**src/rtl/spi_tgt_pkg.sv**
```systemverilog
package spi_tgt_pkg;

    localparam int BYTE_W = 8;

    localparam logic [1:0] REG_CTRL = 2'd0;
    localparam logic [1:0] REG_STAT = 2'd1;
    localparam logic [1:0] REG_DATA = 2'd2;

    typedef struct packed {
        logic       rsvd;
        logic [1:0] rate;
        logic       ie;
        logic       cpha;
        logic       cpol;
        logic       ctl_mode;
        logic       en;
    } ctrl_t;

    typedef struct packed {
        logic       done;
        logic       wcol;
        logic       ovr;
        logic [4:0] zero;
    } stat_t;

    typedef struct packed {
        logic rise;
        logic fall;
    } sck_edge_t;

    function automatic logic lead_edge(input logic cpol, input sck_edge_t e);
        return cpol ? e.fall : e.rise;
    endfunction

    function automatic logic trail_edge(input logic cpol, input sck_edge_t e);
        return cpol ? e.rise : e.fall;
    endfunction

endpackage

```
**src/rtl/spi_tgt_sync.sv**
```systemverilog
module spi_tgt_sync #(
    parameter int             W       = 3,
    parameter int             STAGES  = 2,
    parameter logic [W-1:0]   RST_VAL = '0
) (
    input  logic         clk,
    input  logic         rst,
    input  logic [W-1:0] din,
    output logic [W-1:0] dout
);
    localparam int LAST = STAGES - 1;

    logic [W-1:0] stg [STAGES];

    always_ff @(posedge clk) begin
        if (rst) begin
            for (int i = 0; i < STAGES; i++) stg[i] <= RST_VAL;
        end else begin
            stg[0] <= din;
            for (int i = 1; i < STAGES; i++) stg[i] <= stg[i-1];
        end
    end

    assign dout = stg[LAST];

endmodule

```
**src/rtl/spi_tgt_shifter.sv**
```systemverilog
module spi_tgt_shifter
    import spi_tgt_pkg::*;
#(
    parameter int DW = BYTE_W
) (
    input  logic          clk,
    input  logic          rst,
    input  logic          sck_s,
    input  logic          mosi_s,
    input  logic          active,
    input  logic          cpol,
    input  logic          cpha,
    input  logic          ld_en,
    input  logic [DW-1:0] ld_data,
    output logic [DW-1:0] rx_word,
    output logic          complete,
    output logic          mid_byte,
    output logic          miso
);
    localparam int            CNTW = $clog2(DW);
    localparam logic [CNTW-1:0] LAST_BIT = CNTW'(DW - 1);

    logic            sck_q;
    logic [CNTW-1:0] cnt_q;
    logic [DW-1:0]   rx_q;
    logic [DW-1:0]   tx_q;
    sck_edge_t       edg;
    logic            samp_evt;
    logic            shift_evt;

    always_comb begin
        edg.rise  = sck_s & ~sck_q;
        edg.fall  = ~sck_s & sck_q;
        samp_evt  = active & (cpha ? trail_edge(cpol, edg) : lead_edge(cpol, edg));
        shift_evt = active & (cpha ? lead_edge(cpol, edg) : trail_edge(cpol, edg));
    end

    assign complete = samp_evt & (cnt_q == LAST_BIT);
    assign rx_word  = {rx_q[DW-2:0], mosi_s};
    assign mid_byte = (cnt_q != '0);
    assign miso     = tx_q[DW-1];

    always_ff @(posedge clk) begin
        if (rst) begin
            sck_q <= 1'b0;
            cnt_q <= '0;
            rx_q  <= '0;
            tx_q  <= '0;
        end else begin
            sck_q <= sck_s;
            if (!active) begin
                cnt_q <= '0;
            end else if (samp_evt) begin
                rx_q  <= rx_word;
                cnt_q <= (cnt_q == LAST_BIT) ? '0 : cnt_q + CNTW'(1);
            end
            if (ld_en) begin
                tx_q <= ld_data;
            end else if (shift_evt && mid_byte) begin
                tx_q <= {tx_q[DW-2:0], 1'b0};
            end
        end
    end

    AST_DESELECT_RESTARTS: assert property (@(posedge clk) disable iff (rst)
        !active |=> (cnt_q == '0));
    AST_TX_QUIET_WHEN_IDLE: assert property (@(posedge clk) disable iff (rst)
        (!active && !ld_en) |=> $stable(tx_q));

endmodule

```
**src/rtl/spi_tgt_status.sv**
```systemverilog
module spi_tgt_status
    import spi_tgt_pkg::*;
(
    input  logic              clk,
    input  logic              rst,
    input  logic              complete,
    input  logic [BYTE_W-1:0] rx_byte,
    input  logic              stat_rd,
    input  logic              dr_rd,
    input  logic              dr_wr,
    input  logic              collide_cond,
    output stat_t             stat,
    output logic [BYTE_W-1:0] rbuf,
    output logic              load_en
);
    logic done_q, wcol_q, ovr_q, armed_q;
    logic [BYTE_W-1:0] buf_q;
    logic any_flag, clr, blocked, collision, take_rx, overrun;

    always_comb begin
        any_flag  = done_q | wcol_q | ovr_q;
        clr       = dr_rd & armed_q;
        blocked   = done_q & ~armed_q;
        collision = dr_wr & ~blocked & collide_cond;
        load_en   = dr_wr & ~blocked & ~collide_cond;
        take_rx   = complete & (~done_q | clr);
        overrun   = complete & done_q & ~clr;
    end

    always_ff @(posedge clk) begin
        if (rst) begin
            done_q  <= 1'b0;
            wcol_q  <= 1'b0;
            ovr_q   <= 1'b0;
            armed_q <= 1'b0;
            buf_q   <= '0;
        end else begin
            if (complete)       done_q <= 1'b1;
            else if (clr)       done_q <= 1'b0;
            if (collision)      wcol_q <= 1'b1;
            else if (clr)       wcol_q <= 1'b0;
            if (overrun)        ovr_q  <= 1'b1;
            else if (clr)       ovr_q  <= 1'b0;
            if (clr || complete)           armed_q <= 1'b0;
            else if (stat_rd && any_flag)  armed_q <= 1'b1;
            if (take_rx)        buf_q  <= rx_byte;
        end
    end

    assign stat = '{done: done_q, wcol: wcol_q, ovr: ovr_q, zero: 5'd0};
    assign rbuf = buf_q;

    AST_SECOND_BYTE_OVERRUNS: assert property (@(posedge clk) disable iff (rst)
        (complete && done_q && !clr) |=> ovr_q);
    AST_BUFFER_KEEPS_OLDER: assert property (@(posedge clk) disable iff (rst)
        (complete && done_q && !clr) |=> $stable(buf_q));
    AST_CLEAR_NEEDS_SEQUENCE: assert property (@(posedge clk) disable iff (rst)
        $fell(done_q) |-> $past(dr_rd && armed_q));
    AST_COLLISION_FLAGGED: assert property (@(posedge clk) disable iff (rst)
        collision |=> wcol_q);
    AST_COMPLETE_SETS_DONE: assert property (@(posedge clk) disable iff (rst)
        complete |=> done_q);

endmodule

```
**src/rtl/spi_tgt_top.sv**
```systemverilog
module spi_tgt_top
    import spi_tgt_pkg::*;
#(
    parameter int SYNC_STAGES = 2
) (
    input  logic              clk,
    input  logic              rst,
    input  logic [1:0]        bus_addr,
    input  logic              bus_wr,
    input  logic              bus_rd,
    input  logic [BYTE_W-1:0] bus_wdata,
    output logic [BYTE_W-1:0] bus_rdata,
    input  logic              sck_in,
    input  logic              ss_n_in,
    input  logic              mosi_in,
    output logic              miso_out,
    output logic              irq_out
);
    localparam int         PIN_W    = 3;
    localparam logic [2:0] PIN_RST  = 3'b010;

    ctrl_t             ctrl_q;
    stat_t             stat;
    logic [BYTE_W-1:0] rbuf;
    logic [PIN_W-1:0]  pins_s;
    logic              sck_s, ss_n_s, mosi_s;
    logic              active, mid_byte, complete, load_en, collide_cond;
    logic              stat_rd, dr_rd, dr_wr;
    logic [BYTE_W-1:0] rx_word;

    spi_tgt_sync #(.W(PIN_W), .STAGES(SYNC_STAGES), .RST_VAL(PIN_RST)) u_sync (
        .clk  (clk),
        .rst  (rst),
        .din  ({sck_in, ss_n_in, mosi_in}),
        .dout (pins_s)
    );
    assign {sck_s, ss_n_s, mosi_s} = pins_s;

    assign active       = ~ss_n_s & ctrl_q.en & ~ctrl_q.ctl_mode;
    assign collide_cond = active & (~ctrl_q.cpha | mid_byte);
    assign stat_rd      = bus_rd & (bus_addr == REG_STAT);
    assign dr_rd        = bus_rd & (bus_addr == REG_DATA);
    assign dr_wr        = bus_wr & (bus_addr == REG_DATA);

    always_ff @(posedge clk) begin
        if (rst) begin
            ctrl_q <= '0;
        end else if (bus_wr && bus_addr == REG_CTRL) begin
            ctrl_q      <= ctrl_t'(bus_wdata);
            ctrl_q.rsvd <= 1'b0;
        end
    end

    spi_tgt_shifter #(.DW(BYTE_W)) u_shift (
        .clk      (clk),
        .rst      (rst),
        .sck_s    (sck_s),
        .mosi_s   (mosi_s),
        .active   (active),
        .cpol     (ctrl_q.cpol),
        .cpha     (ctrl_q.cpha),
        .ld_en    (load_en),
        .ld_data  (bus_wdata),
        .rx_word  (rx_word),
        .complete (complete),
        .mid_byte (mid_byte),
        .miso     (miso_out)
    );

    spi_tgt_status u_stat (
        .clk          (clk),
        .rst          (rst),
        .complete     (complete),
        .rx_byte      (rx_word),
        .stat_rd      (stat_rd),
        .dr_rd        (dr_rd),
        .dr_wr        (dr_wr),
        .collide_cond (collide_cond),
        .stat         (stat),
        .rbuf         (rbuf),
        .load_en      (load_en)
    );

    always_comb begin
        unique case (bus_addr)
            REG_CTRL: bus_rdata = ctrl_q;
            REG_STAT: bus_rdata = stat;
            REG_DATA: bus_rdata = rbuf;
            default:  bus_rdata = '0;
        endcase
    end

    assign irq_out = stat.done & ctrl_q.ie;

    AST_IRQ_NEEDS_ENABLE: assert property (@(posedge clk) disable iff (rst)
        $rose(irq_out) |-> (stat.done && ctrl_q.ie));
    AST_NO_COMPLETE_UNSELECTED: assert property (@(posedge clk) disable iff (rst)
        (ss_n_s || !ctrl_q.en || ctrl_q.ctl_mode) |-> !complete);

endmodule

```
**config.mk**
```make
export PLATFORM = sky130hd
export DESIGN_NAME = spi_tgt_top
export DESIGN_NICKNAME = d
export VERILOG_FILES = /design/src/rtl/spi_tgt_pkg.sv /design/src/rtl/spi_tgt_sync.sv /design/src/rtl/spi_tgt_shifter.sv /design/src/rtl/spi_tgt_status.sv /design/src/rtl/spi_tgt_top.sv
export SDC_FILE = /design/constraint.sdc
export NUM_CORES = 1
export LEC_CHECK = 0
export ABC_AREA = 1
export BUFFER_PORTS_ARGS = -buffer_cell sky130_fd_sc_hd__clkbuf_2
export CORE_MARGIN = 5
export CORE_UTILIZATION = 45
export DETAILED_ROUTE_END_ITERATION = 16
export GPL_TIMING_DRIVEN = 0
export PLACE_DENSITY = 0.75
export SYNTH_ARGS = -nofsm -noshare
export SYNTH_HDL_FRONTEND = slang
export SYNTH_SLANG_ARGS = --single-unit
```
**constraint.sdc**
```tcl
create_clock -name clk -period 2.2 [get_ports clk]
set_clock_uncertainty 0.15 [all_clocks]
set_input_delay 0.22 -clock clk [delete_from_list [all_inputs] [get_ports clk]]
set_output_delay 0.22 -clock clk [all_outputs]
set_load 0.05 [all_outputs]
```
After elaboration in Yosys (flattened, before gate mapping)
Memory sizes are Yosys's and may differ from the RTL's.
Index checks and enable logic that the tools add are counted.
{"block": "op_classes", "reduce_logical": 13, "n_eq_ne": 3, "bitwise_logic": 37, "add_sub_neg": 1, "n_mux": 17}
{"op": "$pmux 8 s3", "count": 1}
{"op": "$and 1x1->1", "count": 20}
{"op": "$mux 8", "count": 2}
{"op": "$mux 1", "count": 11}
{"op": "$not 1->1", "count": 11}
{"op": "$mux 3", "count": 3}
{"op": "$reduce_bool 2->1", "count": 4}
{"op": "$or 1x1->1", "count": 6}
{"op": "$reduce_or 2->1", "count": 2}
{"op": "$add 3x1->3 const B", "count": 1}
{"op": "$eq 3x3->1 const B", "count": 1}
{"op": "$logic_and 1x1->1", "count": 3}
{"op": "$reduce_bool 3->1", "count": 1}
{"op": "$eq 2x1->1 const B", "count": 1}
{"op": "$eq 2x2->1 const B", "count": 1}
{"op": "$logic_not 2->1", "count": 1}
{"op": "$reduce_and 2->1", "count": 1}
{"op": "$logic_or 1x1->1", "count": 1}
{"block": "word_totals", "mem_count": 1, "reg_bits": 38, "ram_bits": 6, "word_cells": 87}
{"name": "u_sync.stg", "depth": 2, "word_bits": 3, "rd": 2, "rd_ports_with_merged_regs": 0, "wr": 2, "line_no": "spi_tgt_sync.sv:13", "source": "logic [W-1:0] stg [STAGES];"}

Depth between registers and ports, before layout
Gate-level depths: netlist of the first run.
An unclocked memory read counts as a cell.
{"block": "logic_depth", "word_depth": 10, "mapped_depth": 12, "depth_no_buf": 12}

Cells and area by module
A second synthesis of the first run with hierarchy kept.
{"block": "hier_totals", "hier_cells": 336, "hier_area_um2": 2393.5}
{"module": "spi_tgt_shifter", "seq_area_each_um2": 380.4, "area_each_um2": 1081.0, "instances": 1, "cells_per_inst": 133}
{"module": "spi_tgt_status", "seq_area_each_um2": 240.2, "area_each_um2": 609.3, "instances": 1, "cells_per_inst": 85}
{"module": "spi_tgt_top", "seq_area_each_um2": 140.1, "area_each_um2": 511.7, "instances": 1, "cells_per_inst": 96}
{"module": "spi_tgt_sync", "seq_area_each_um2": 120.1, "area_each_um2": 191.4, "instances": 1, "cells_per_inst": 22}

Worst setup path after synthesis of the first run
No wires, ideal clock.
{"block": "synth_timing", "path_kind": "input to output", "from": "input port bus_addr[1]", "to": "output port bus_rdata[4]", "cell_stages": 4, "n_path_buf": 0, "slack_ns": 0.281, "t_arrival_ns": 1.549, "cell_sequence": "inv_1 nor2_2 inv_1 o21ai_0"}
{"block": "synth_via", "elab_chain_len": 2}
{"item": "start: declaration", "line_no": "spi_tgt_top.sv:8", "source": "input logic [1:0] bus_addr,"}
{"item": "$eq 2x2->1 (tied with other cells)", "line_no": "spi_tgt_top.sv:85", "source": "unique case (bus_addr)"}
{"item": "$pmux 8 s3 *", "line_no": "spi_tgt_top.sv:85"}
{"item": "end: declaration", "line_no": "spi_tgt_top.sv:12", "source": "output logic [BYTE_W-1:0] bus_rdata,"}
Every way passes the cells marked *; elsewhere a longest branch is shown, timed or not.

Final worst setup path of the first run
{"block": "layout_timing", "from": "register u_shift.cnt_q[1]", "to": "register u_shift.cnt_q[0]"}
{"block": "layout_via", "elab_chain_len": 2}
{"item": "start: declaration", "line_no": "spi_tgt_shifter.sv:24", "source": "logic [CNTW-1:0] cnt_q;"}
{"item": "start signal: assignment", "line_no": "spi_tgt_shifter.sv:55", "source": "cnt_q <= (cnt_q == LAST_BIT) ? '0 : cnt_q + CNTW'(1);"}
{"item": "$eq 3x3->1", "line_no": "spi_tgt_shifter.sv:55"}
{"item": "$mux 3", "line_no": "spi_tgt_shifter.sv:55"}
No other way between the ends.
A chain may end at the register's enable or synchronous reset.

==> results.json, run 1 <==
{
  "drt-initial-drc-count": 96,
  "final_cells": 382,
  "firstDrtPassIters": 5,
  "synthToLayoutAreaGrowth_pct": 16.8,
  "async_flop_share_pct": 0,
  "cts_setup_buffers": 0,
  "yosysTopAreaCellShare_pct": 42.2,
  "clk_pin_slew_ns": 0.08,
  "vias": 1887,
  "clkSinkCount": 44,
  "fmax_mhz": 560,
  "netlist_instances": 293,
  "htreeDepth": 2,
  "status": "finished, final reports clean",
  "yosysSeqAreaShare_pct": 42.2,
  "ys_types": 29,
  "hold_viol_final": 0,
  "relSlewSlack_pct": 62.7,
  "synthTopCellsByCount": "nand2_1 (65), inv_1 (49), dfxtp_1 (44), nor2_1 (31), nand3_1 (23)",
  "regToRegSetupSlack_ns": 0.41,
  "worstPathMaxFanout": 10,
  "syn_area_per_cell_um2": 7.13,
  "clockRootBuffer": "clkbuf_8",
  "row_count": 24,
  "synth_warnings": 0,
  "track_usage_pct": 15.2,
  "cts_tree": "yes",
  "worstHoldPathType": "in -> reg",
  "timing.rr.end": "u_shift.cnt_q[0]",
  "core_um2": 4410,
  "grt_pass1_wl_um": 7550,
  "final_max_slew_viol_count": 0,
  "grt_pass1_vias": 1743,
  "cellLeakagePower_uw": 0.00108,
  "die_h_um": 78.1,
  "final.setup.tns_ns": 0,
  "grt_max_degree": 14,
  "diodes": 0,
  "yosysTopAreaCell": "dfxtp_1",
  "ctsHoldBuffers": 3,
  "cts-resized-gates": 0,
  "dp.cells": 371,
  "startpoint_type": "register",
  "finalCritPeriodShare_pct": 81.2,
  "synth-edff-count": 0,
  "antenna_found_initial": 0,
  "min_from": "rst",
  "clk_latency_ns": 0.30,
  "setup_viol": 0,
  "drc": 0,
  "fin_util_pct": 55.3,
  "avgRoutedWirePerCell_um": 11.7,
  "fin_nets": 349,
  "worstMarginPinSlew_ns": 0.560,
  "dp_hpwl_um": 3260,
  "synth_fp_nets": 313,
  "drv_cap": 0,
  "worstSetupEndpointType": "register",
  "layout-drive-gt1-share_pct": 16.1,
  "worstPathArrival_ns": 1.83,
  "die_w_um": 78.1,
  "hold_end": "u_sync.stg[0][1]",
  "r2r.worst_path.cells": 6,
  "clockBufferDepth": 2,
  "worst_ep_required_time_ns": 2.24,
  "ant_nets": 0,
  "peakVddDrop_mv": 0.663,
  "netlist_top_cells_area": "dfxtp_1 (42%), nand2_1 (12%), inv_1 (8.8%)",
  "grt_setup_unrepaired": "no",
  "synthFlopType": "dfxtp_1",
  "num_io_pins": 27,
  "holdPathStages": 2,
  "overflow": 0,
  "netlist_area_um2": 2090,
  "path_class": "reg -> reg",
  "cts_made_buffers": 5,
  "synth_seq_cells": 44,
  "r2r_start": "u_shift.cnt_q[1]",
  "vias_per_cell": 4.94,
  "powerDensity_nw_per_um2": 662,
  "nFillCells": 429,
  "dp_slack_ns": 0.460,
  "drt-total-wl_um": 4470,
  "worst_slack_ns": 0.415,
  "port_buffers": 26,
  "fin_crit_ns": 1.79,
  "synthMostInstantiatedCell": "nand2_1",
  "start_util_pct": 47.3,
  "gp_congestion": 0.842,
  "design.die.area_um2": 6100
}
==> placed cells by master (no fill, tap or decap), types with 3 or more instances in the layout <==
| cell | count |
|---|---|
| nand2_1 | 65 |
| inv_1 | 49 |
| dfxtp_1 | 44 |
| nor2_1 | 31 |
| clkbuf_2 | 26 |
| nand3_1 | 23 |
| a21oi_1 | 21 |
| o21ai_0 | 12 |
| nand4_1 | 8 |
| clkbuf_8 | 7 |
| o22ai_1 | 6 |
| clkbuf_1 | 5 |
| nand2_2 | 3 |
| ha_1 | 3 |
| dlygate4sd3_1 | 3 |
==> worst max path at each step <==
stage / depth (start not counted) / from / endpoint
final: 6 / u_shift.cnt_q[1] / u_shift.cnt_q[0]
after floorplan: 4 / bus_addr[1] / bus_rdata[4]
after global routing: 11 / u_shift.cnt_q[0] / u_shift.tx_q[6]
after detailed placement: 5 / bus_addr[1] / bus_rdata[0]
after global placement: 11 / u_shift.cnt_q[0] / u_shift.tx_q[6]
after CTS: 10 / u_shift.cnt_q[0] / u_shift.tx_q[6]
==> worst max-delay path, cell delays in order (launching register included) <==
cell and delay [ns]:
dfxtp_1 0.36, ha_1 0.18, ha_1 0.23, clkbuf_1 0.36, inv_1 0.13, a21oi_1 0.21, nor2_1 0.06
==> routing by layer <==
layer	GRT usage [%]	vias to the layer above	share of wire [%]
met2	22.6	36	45
li1	-	1002	-
met4	5.57	0	1.3
met1	20.4	843	49
met3	5.15	6	4.8
met5	0	-	0
==> logic make-up (layout without fill, tap and decap cells) <==
logic type | after synthesis | after routing | synth area share, %
simple gates | 142 | 142 | 32.9
buf+inv | 61 | 98 | 11.9
fa+ha+maj | 3 | 3 | 1.80
compound gates | 43 | 43 | 11.3
flops | 44 | 44 | 42.2
==> state kept, by name, indices dropped and copies added, names as in the netlist <==
| register | count |
|---|---|
| u_stat.armed_q | 1 |
| ctrl_q | 7 |
| u_shift.sck_q | 1 |
| u_stat.rbuf | 8 |
| u_stat.ovr_q | 1 |
| u_stat.done_q | 1 |
| u_shift.tx_q | 8 |
| u_stat.wcol_q | 1 |
| u_sync.stg | 6 |
| u_shift.rx_q | 7 |
| u_shift.cnt_q | 3 |
==> report_power, final <==
group	switching, µW	total [µW]	leakage (µW)	internal, µW
combinational	79.3	123	0.000658	43.5
clock	274	675	0.0000645	401
sequential	7.82	819	0.000357	811
total	361	1620	0.00108	1260
==> layout make-up <==
type                       count  area (µm²)  area share (%)
multi-input combinational    188         960            39.3
sequential                    44         881            36.1
inverter                      53         199            8.15
timing repair buffer          29         160            6.56
clock buffer                   7        96.3            3.95
tap                           52        65.1            2.67
buffer                         8        48.8            2.00
clock inverter                 1        30.0            1.23
==> stage by stage <==
step                total power, µW  hold slack [ns]  instance area, µm²
floorplan                       914            0.174                2090
global placement                954            0.241                2280
detailed placement              957            0.247                2280
CTS                            1630           0.0327                2440
global route                   1690           0.0551                2440
finish                         1620           0.0330                2440
No activity file was read; power rests on OpenSTA's default activity.
==> run 2: changes to the inputs <==
==> constraint.sdc (replaced) <==
create_clock -name clk -period 1.7 [get_ports clk]
set_clock_uncertainty 0.15 [all_clocks]
set_input_delay 0.17 -clock clk [delete_from_list [all_inputs] [get_ports clk]]
set_output_delay 0.17 -clock clk [all_outputs]
set_load 0.05 [all_outputs]
==> run 2 against run 1 <==
Against the previous run: non-clock buffer count is 9 higher; final cell count is 2.4% higher; hold slack worse by 0.024 ns; sequential cell count stayed put; global-route usage is 0.30 points higher; routed wire length is 10% higher; utilization is 4.0 points higher; worst setup slack worse by 0.37 ns; highest routed layer unchanged; first-iteration DRC count is 4.2% higher; via count is 6.5% higher; critical path depth is 6 higher.
==> results.json, run 2 (synthesis results as in run 1) <==
{
  "num_io_pins": 27,
  "overflow": 0,
  "row_count": 24,
  "clockBufferDepth": 2,
  "path_class": "reg -> reg",
  "drt-initial-drc-count": 100,
  "dp.cells": 371,
  "track_usage_pct": 15.5,
  "hold_viol_final": 0,
  "drt-total-wl_um": 4920,
  "worstMarginPinSlew_ns": 0.568,
  "ant_nets": 0,
  "cellLeakagePower_uw": 0.00115,
  "dp_hpwl_um": 3390,
  "relSlewSlack_pct": 62.1,
  "powerDensity_nw_per_um2": 893,
  "final_common_cell": "nand2_1",
  "grt_pass1_wl_um": 7740,
  "dp_slack_ns": -0.0362,
  "clk_pin_slew_ns": 0.08,
  "fin_nets": 358,
  "drc": 0,
  "design.die.area_um2": 6100,
  "layout_common_cells": "nand2_1 (62), inv_1 (47), dfxtp_1 (41), nor2_1 (30), clkbuf_2 (27)",
  "vias": 2009,
  "clkSinkCount": 44,
  "regToRegSetupSlack_ns": 0.05,
  "peakVddDrop_mv": 0.606,
  "worst_ep_required_time_ns": 1.72,
  "clockRootBuffer": "clkbuf_8",
  "worstPathMaxFanout": 8,
  "setup_viol": 0,
  "layout-drive-gt1-share_pct": 20.9,
  "die_w_um": 78.1,
  "synthToLayoutAreaGrowth_pct": 25.3,
  "final_cells": 391,
  "htreeDepth": 2,
  "fmax_mhz": 606,
  "drv_cap": 0,
  "grt_max_degree": 15,
  "grt_pass1_vias": 1760,
  "avgRoutedWirePerCell_um": 12.6,
  "final_max_slew_viol_count": 0,
  "worst_slack_ns": 0.0489,
  "cts_tree": "yes",
  "port_buffers": 26,
  "antenna_found_initial": 0,
  "worstPathArrival_ns": 1.67,
  "worstSetupEndpointType": "register",
  "core_um2": 4410,
  "fin_crit_ns": 1.65,
  "finalCritPeriodShare_pct": 97.1,
  "diodes": 0,
  "status": "finished, final reports clean",
  "vias_per_cell": 5.14,
  "firstDrtPassIters": 4,
  "die_h_um": 78.1,
  "gp_congestion": 0.840,
  "startpoint_type": "register",
  "start_util_pct": 47.3,
  "cts_made_buffers": 5,
  "clk_latency_ns": 0.30,
  "worstHoldPathType": "in -> reg"
}
[run 2: cell count changes in the layout (fill, tap and decap cells not counted), sizes merged]
cell,before,now
clkinv,2,1
bufinv,1,3
clkbuf,38,37
clkinvlp,0,1
buf,3,8
dlygate4sd3,3,6
[run 2: cell type report]
type,instances,area (µm²)
clock buffers,5,68.8
flip-flops and latches,44,885
well taps,52,65.1
plain buffers,8,53.8
inverters,53,203
multi-input cells,188,1000
repair buffers,38,253
clock inverters,3,90.1
fillers,402,1800
[run 2: final timing paths]
path / start / endpoint / cells past startpoint
worst max-delay path: u_shift.cnt_q[0] / u_shift.tx_q[5] / 12
worst min register to register: u_sync.stg[0][2] / u_sync.stg[0][5] / 2
worst min-delay path: bus_wdata[5] / ctrl_q[5] / 3
worst max register to register: u_shift.cnt_q[0] / u_shift.tx_q[5] / 12
[run 2: layer usage]
| metal | track usage, % | part of all wire (%) | wire length (µm) | up-vias |
|---|---|---|---|---|
| met3 | 3.43 | 6.5 | 321 | 7 |
| met1 | 21.0 | 44 | 2180 | 916 |
| met5 | 0 | 0 | 0 | - |
| met4 | 5.41 | 1.4 | 70 | 0 |
| met2 | 24.3 | 48 | 2350 | 66 |
| li1 | - | - | - | 1020 |
[run 2: per-stage QoR]
stage          cell area, µm²  TNS, ns  util, %  hold WS [ns]  power (µW)
6_report                 2620        0     59.3       0.00856        2340
5_1_grt                  2620  -0.0447     59.3        0.0422        2420
4_1_cts                  2510        0     56.9       0.00492        2340
3_5_place_dp             2280  -0.0807     51.7         0.216        1240
3_3_place_gp             2280  -0.0331     51.7         0.209        1230
2_1_floorplan            2090        0        -         0.124        1180
[run 2: where the power goes]
| part | internal, µW | switching, µW | leakage, µW |
|---|---|---|---|
| Combinational | 68.8 | 112 | 0.000716 |
| Clock | 735 | 361 | 0.0000784 |
| Sequential | 1050 | 10.4 | 0.000358 |
| Total | 1850 | 484 | 0.00115 |
[run 2: timing repair]
item,CTS,global route
setup endpoints to repair,7,27
buffers inserted,0,5
endpoints found under the hold margin,5,0
pin swaps,1,3
hold buffers,6,0
resized for setup,2,16
gates cloned,0,1
[run 2: critical path, stage by stage, from the launching register on]
cell	delay, ns
dfxtp_2	0.34
inv_2	0.07
ha_4	0.12
inv_1	0.04
nor2_2	0.12
nand2_2	0.07
nand2_4	0.12
nand2_8	0.09
buf_8	0.14
nand2_2	0.05
nand2_1	0.05
nand2_1	0.09
a21oi_2	0.06
==> run 3: changes to the inputs <==
--- a/config.mk
+++ b/config.mk
@@ -11,7 +11,8 @@
 export CORE_UTILIZATION = 45
 export DETAILED_ROUTE_END_ITERATION = 16
 export GPL_TIMING_DRIVEN = 0
-export PLACE_DENSITY = 0.75
+export PLACE_DENSITY = 0.74
 export SYNTH_ARGS = -nofsm -noshare
 export SYNTH_HDL_FRONTEND = slang
+export SYNTH_HIERARCHICAL = 1
 export SYNTH_SLANG_ARGS = --single-unit
==> run 3 against run 2 <==
Against the previous run: utilization up 1.8 points; clock-buffer cell count grew 1; hold slack improved by 0.043 ns; routed wire length up 15%; fmax fell by 2.2%; combinational power is 49% higher; sequential share of layout area down 5.4 points; synthesized area grew 15%; cell area up 20%; largest power group is now registers.
==> results.json, run 3 <==
{
  "cts_tree": "yes",
  "synth-edff-count": 0,
  "path_depth": 13,
  "final.setup.tns_ns": 0,
  "startpoint_type": "register",
  "drt-total-wl_um": 5640,
  "worstPathArrival_ns": 1.77,
  "ys_types": 24,
  "synthToLayoutAreaGrowth_pct": 31.3,
  "drv_cap": 0,
  "yosysTopAreaCellShare_pct": 36.8,
  "path_class": "reg -> reg",
  "die_w_um": 82.9,
  "final_common_cell": "nand2_1",
  "firstDrtPassIters": 4,
  "seqPwrFrac_pct": 50.4,
  "diodes": 0,
  "port_buffers": 26,
  "powerDensity_nw_per_um2": 673,
  "timing.rr.end": "u_shift/tx_q[4]",
  "p_sw_share_pct": 24.5,
  "track_usage_pct": 16.5,
  "worstPathMaxFanout": 5,
  "p_int_uw": 1600,
  "worst_ep_required_time_ns": 1.79,
  "startpoint": "u_shift/cnt_q[1]",
  "power.switching_uw": 519,
  "status": "finished, final reports clean",
  "fmax_mhz": 592,
  "netlist_top_cells_area": "dfxtp_1 (37%), nand2_1 (13%), inv_1 (6.7%)",
  "path_buf_inv": 5,
  "max_stage_delay_ns": 0.34,
  "cellLeakagePower_uw": 0.00143,
  "drt-initial-drc-count": 123,
  "antenna_found_initial": 0,
  "avgRoutedWirePerCell_um": 11.9,
  "core_um2": 5140,
  "grt_setup_unrepaired": "yes",
  "clkSinkCount": 44,
  "endpoint": "u_shift/tx_q[4]",
  "layout-drive-gt1-share_pct": 37.8,
  "clkPwrFrac_pct": 36.9,
  "vias_per_cell": 4.65,
  "netlist_instances": 336,
  "synthFlopType": "dfxtp_1",
  "grt_pass1_wl_um": 9580,
  "synthMostInstantiatedCell": "nand2_1",
  "worstSetupEndpointType": "register",
  "clk_pin_slew_ns": 0.08,
  "htreeDepth": 2,
  "num_io_pins": 27,
  "r2r_start": "u_shift/cnt_q[1]",
  "synthTopCellsByCount": "nand2_1 (84), dfxtp_1 (44), inv_1 (43), nor2_1 (35), nand3_1 (31)",
  "ant_nets": 0,
  "syn_area_per_cell_um2": 7.12,
  "row_count": 26,
  "slowest_stage": "dfxtp_2",
  "netlist_area_um2": 2390,
  "design_area_um2": 3140,
  "clk_latency_ns": 0.29,
  "pwr-share-comb_pct": 12.7,
  "vias": 2209,
  "placed_area_um2": 2640,
  "overflow": 0,
  "finalCritPeriodShare_pct": 99.4,
  "start_util_pct": 46.6,
  "yosysSeqAreaShare_pct": 36.8,
  "fin_nets": 424,
  "hold_viol_final": 0,
  "setup_viol": 0,
  "drc": 0,
  "yosysTopAreaCell": "dfxtp_1",
  "cp_top_family": "buffers and inverters",
  "design.die.area_um2": 6880,
  "regToRegSetupSlack_ns": 0.01,
  "die_h_um": 82.9,
  "fin_crit_ns": 1.69,
  "async_flop_share_pct": 0,
  "layout_common_cells": "nand2_1 (77), dfxtp_1 (37), buf_4 (34), inv_1 (33), nor2_1 (33)",
  "grt_max_degree": 14,
  "grt_pass1_vias": 2149,
  "clockRootBuffer": "clkbuf_8",
  "cts_made_buffers": 5,
  "r2r.worst_path.cells": 13,
  "gp_congestion": 0.806,
  "synth_warnings": 6,
  "synth_seq_cells": 44,
  "clockBufferDepth": 2,
  "final_max_slew_viol_count": 0,
  "dp_hpwl_um": 3580,
  "worstHoldPathType": "in -> reg",
  "crit_chain": "inv_2 > ha_4 > nand2_2 > inv_2 > a21oi_2 > nor2_1 > buf_6 > inv_8 > buf_4 > nand2_1 > nand2_1 > nand2_2 > a21oi_2",
  "peakVddDrop_mv": 0.486
}
[run 3: cells by family after synthesis]
kind of cell / after synthesis / share of synthesized area [%]
AOI/OAI and AO/OA: 36 / 8.68
buffers and inverters: 72 / 16.6
DFF: 44 / 36.8
muxes: 1 / 0.418
adders and majority gates: 3 / 1.57
and+or+nand+nor: 179 / 35.8
other: 1 / 0.157
[run 3: worst register-to-register path: stages, from the launching register on]
cell and delay [ns]:
dfxtp_2 0.34, inv_2 0.05, ha_4 0.16, nand2_2 0.07, inv_2 0.05, a21oi_2 0.15
nor2_1 0.07, buf_6 0.14, inv_8 0.07, buf_4 0.11, nand2_1 0.04, nand2_1 0.06
nand2_2 0.05, a21oi_2 0.12
[run 3: power groups by stage]
stage	combinational, µW	sequential, µW	clock, µW
CTS	245	1060	803
floorplan	166	1080	0
detailed placement	222	1090	0
global placement	220	1090	0
finish	269	1060	780
global route	296	1070	848
[run 3: through the flow]
step | util [%] | setup WS, ns | power (µW) | hold slack, ns | instances
2_1_floorplan | - | 0.00239 | 1250 | 0.0891 | 340
3_3_place_gp | 51.3 | -0.241 | 1310 | 0.200 | 436
3_5_place_dp | 51.3 | -0.234 | 1310 | 0.202 | 436
4_1_cts | 58.1 | 0.0000561 | 2110 | 0.0423 | 469
5_1_grt | 61.1 | -0.109 | 2210 | 0.0578 | 475
6_report | 61.1 | 0.0110 | 2110 | 0.0518 | 475
[run 3: final cells by class]
type	count	area, µm²
Inverter	47	189
Fill cell	486	2000
Multi-Input combinational cell	224	1240
Buffer	24	213
Sequential cell	44	892
Clock inverter	2	35.0
Clock buffer	6	72.6
Timing Repair Buffer	58	412
Tap cell	70	87.6
[run 3: worst min-delay path by stage]
stage | start | to | cells past startpoint
after floorplan | rst | u_stat/done_q | 1
after global placement | ss_n_in | u_sync/stg[0][1] | 3
after detailed placement | ss_n_in | u_sync/stg[0][1] | 3
after CTS | bus_wdata[6] | ctrl_q[6] | 5
after global routing | bus_wdata[3] | ctrl_q[3] | 5
final | bus_wdata[3] | ctrl_q[3] | 5
[run 3: layer usage]
layer	vias to the layer above	GRT usage, %	part of all wire, %
met4	0	4.75	0.78
met2	40	29.3	50
met3	4	3.66	4.2
met5	-	0	0
met1	994	19.8	45
li1	1171	-	-
[run 3: repair_timing]
item | CTS | global route
hold buffers | 4 | 0
pin swaps | 9 | 18
cloned | 2 | 0
hold endpoints to repair | 4 | 0
setup endpoints to repair | 19 | 20
resized for setup | 16 | 42
setup buffers | 19 | 7
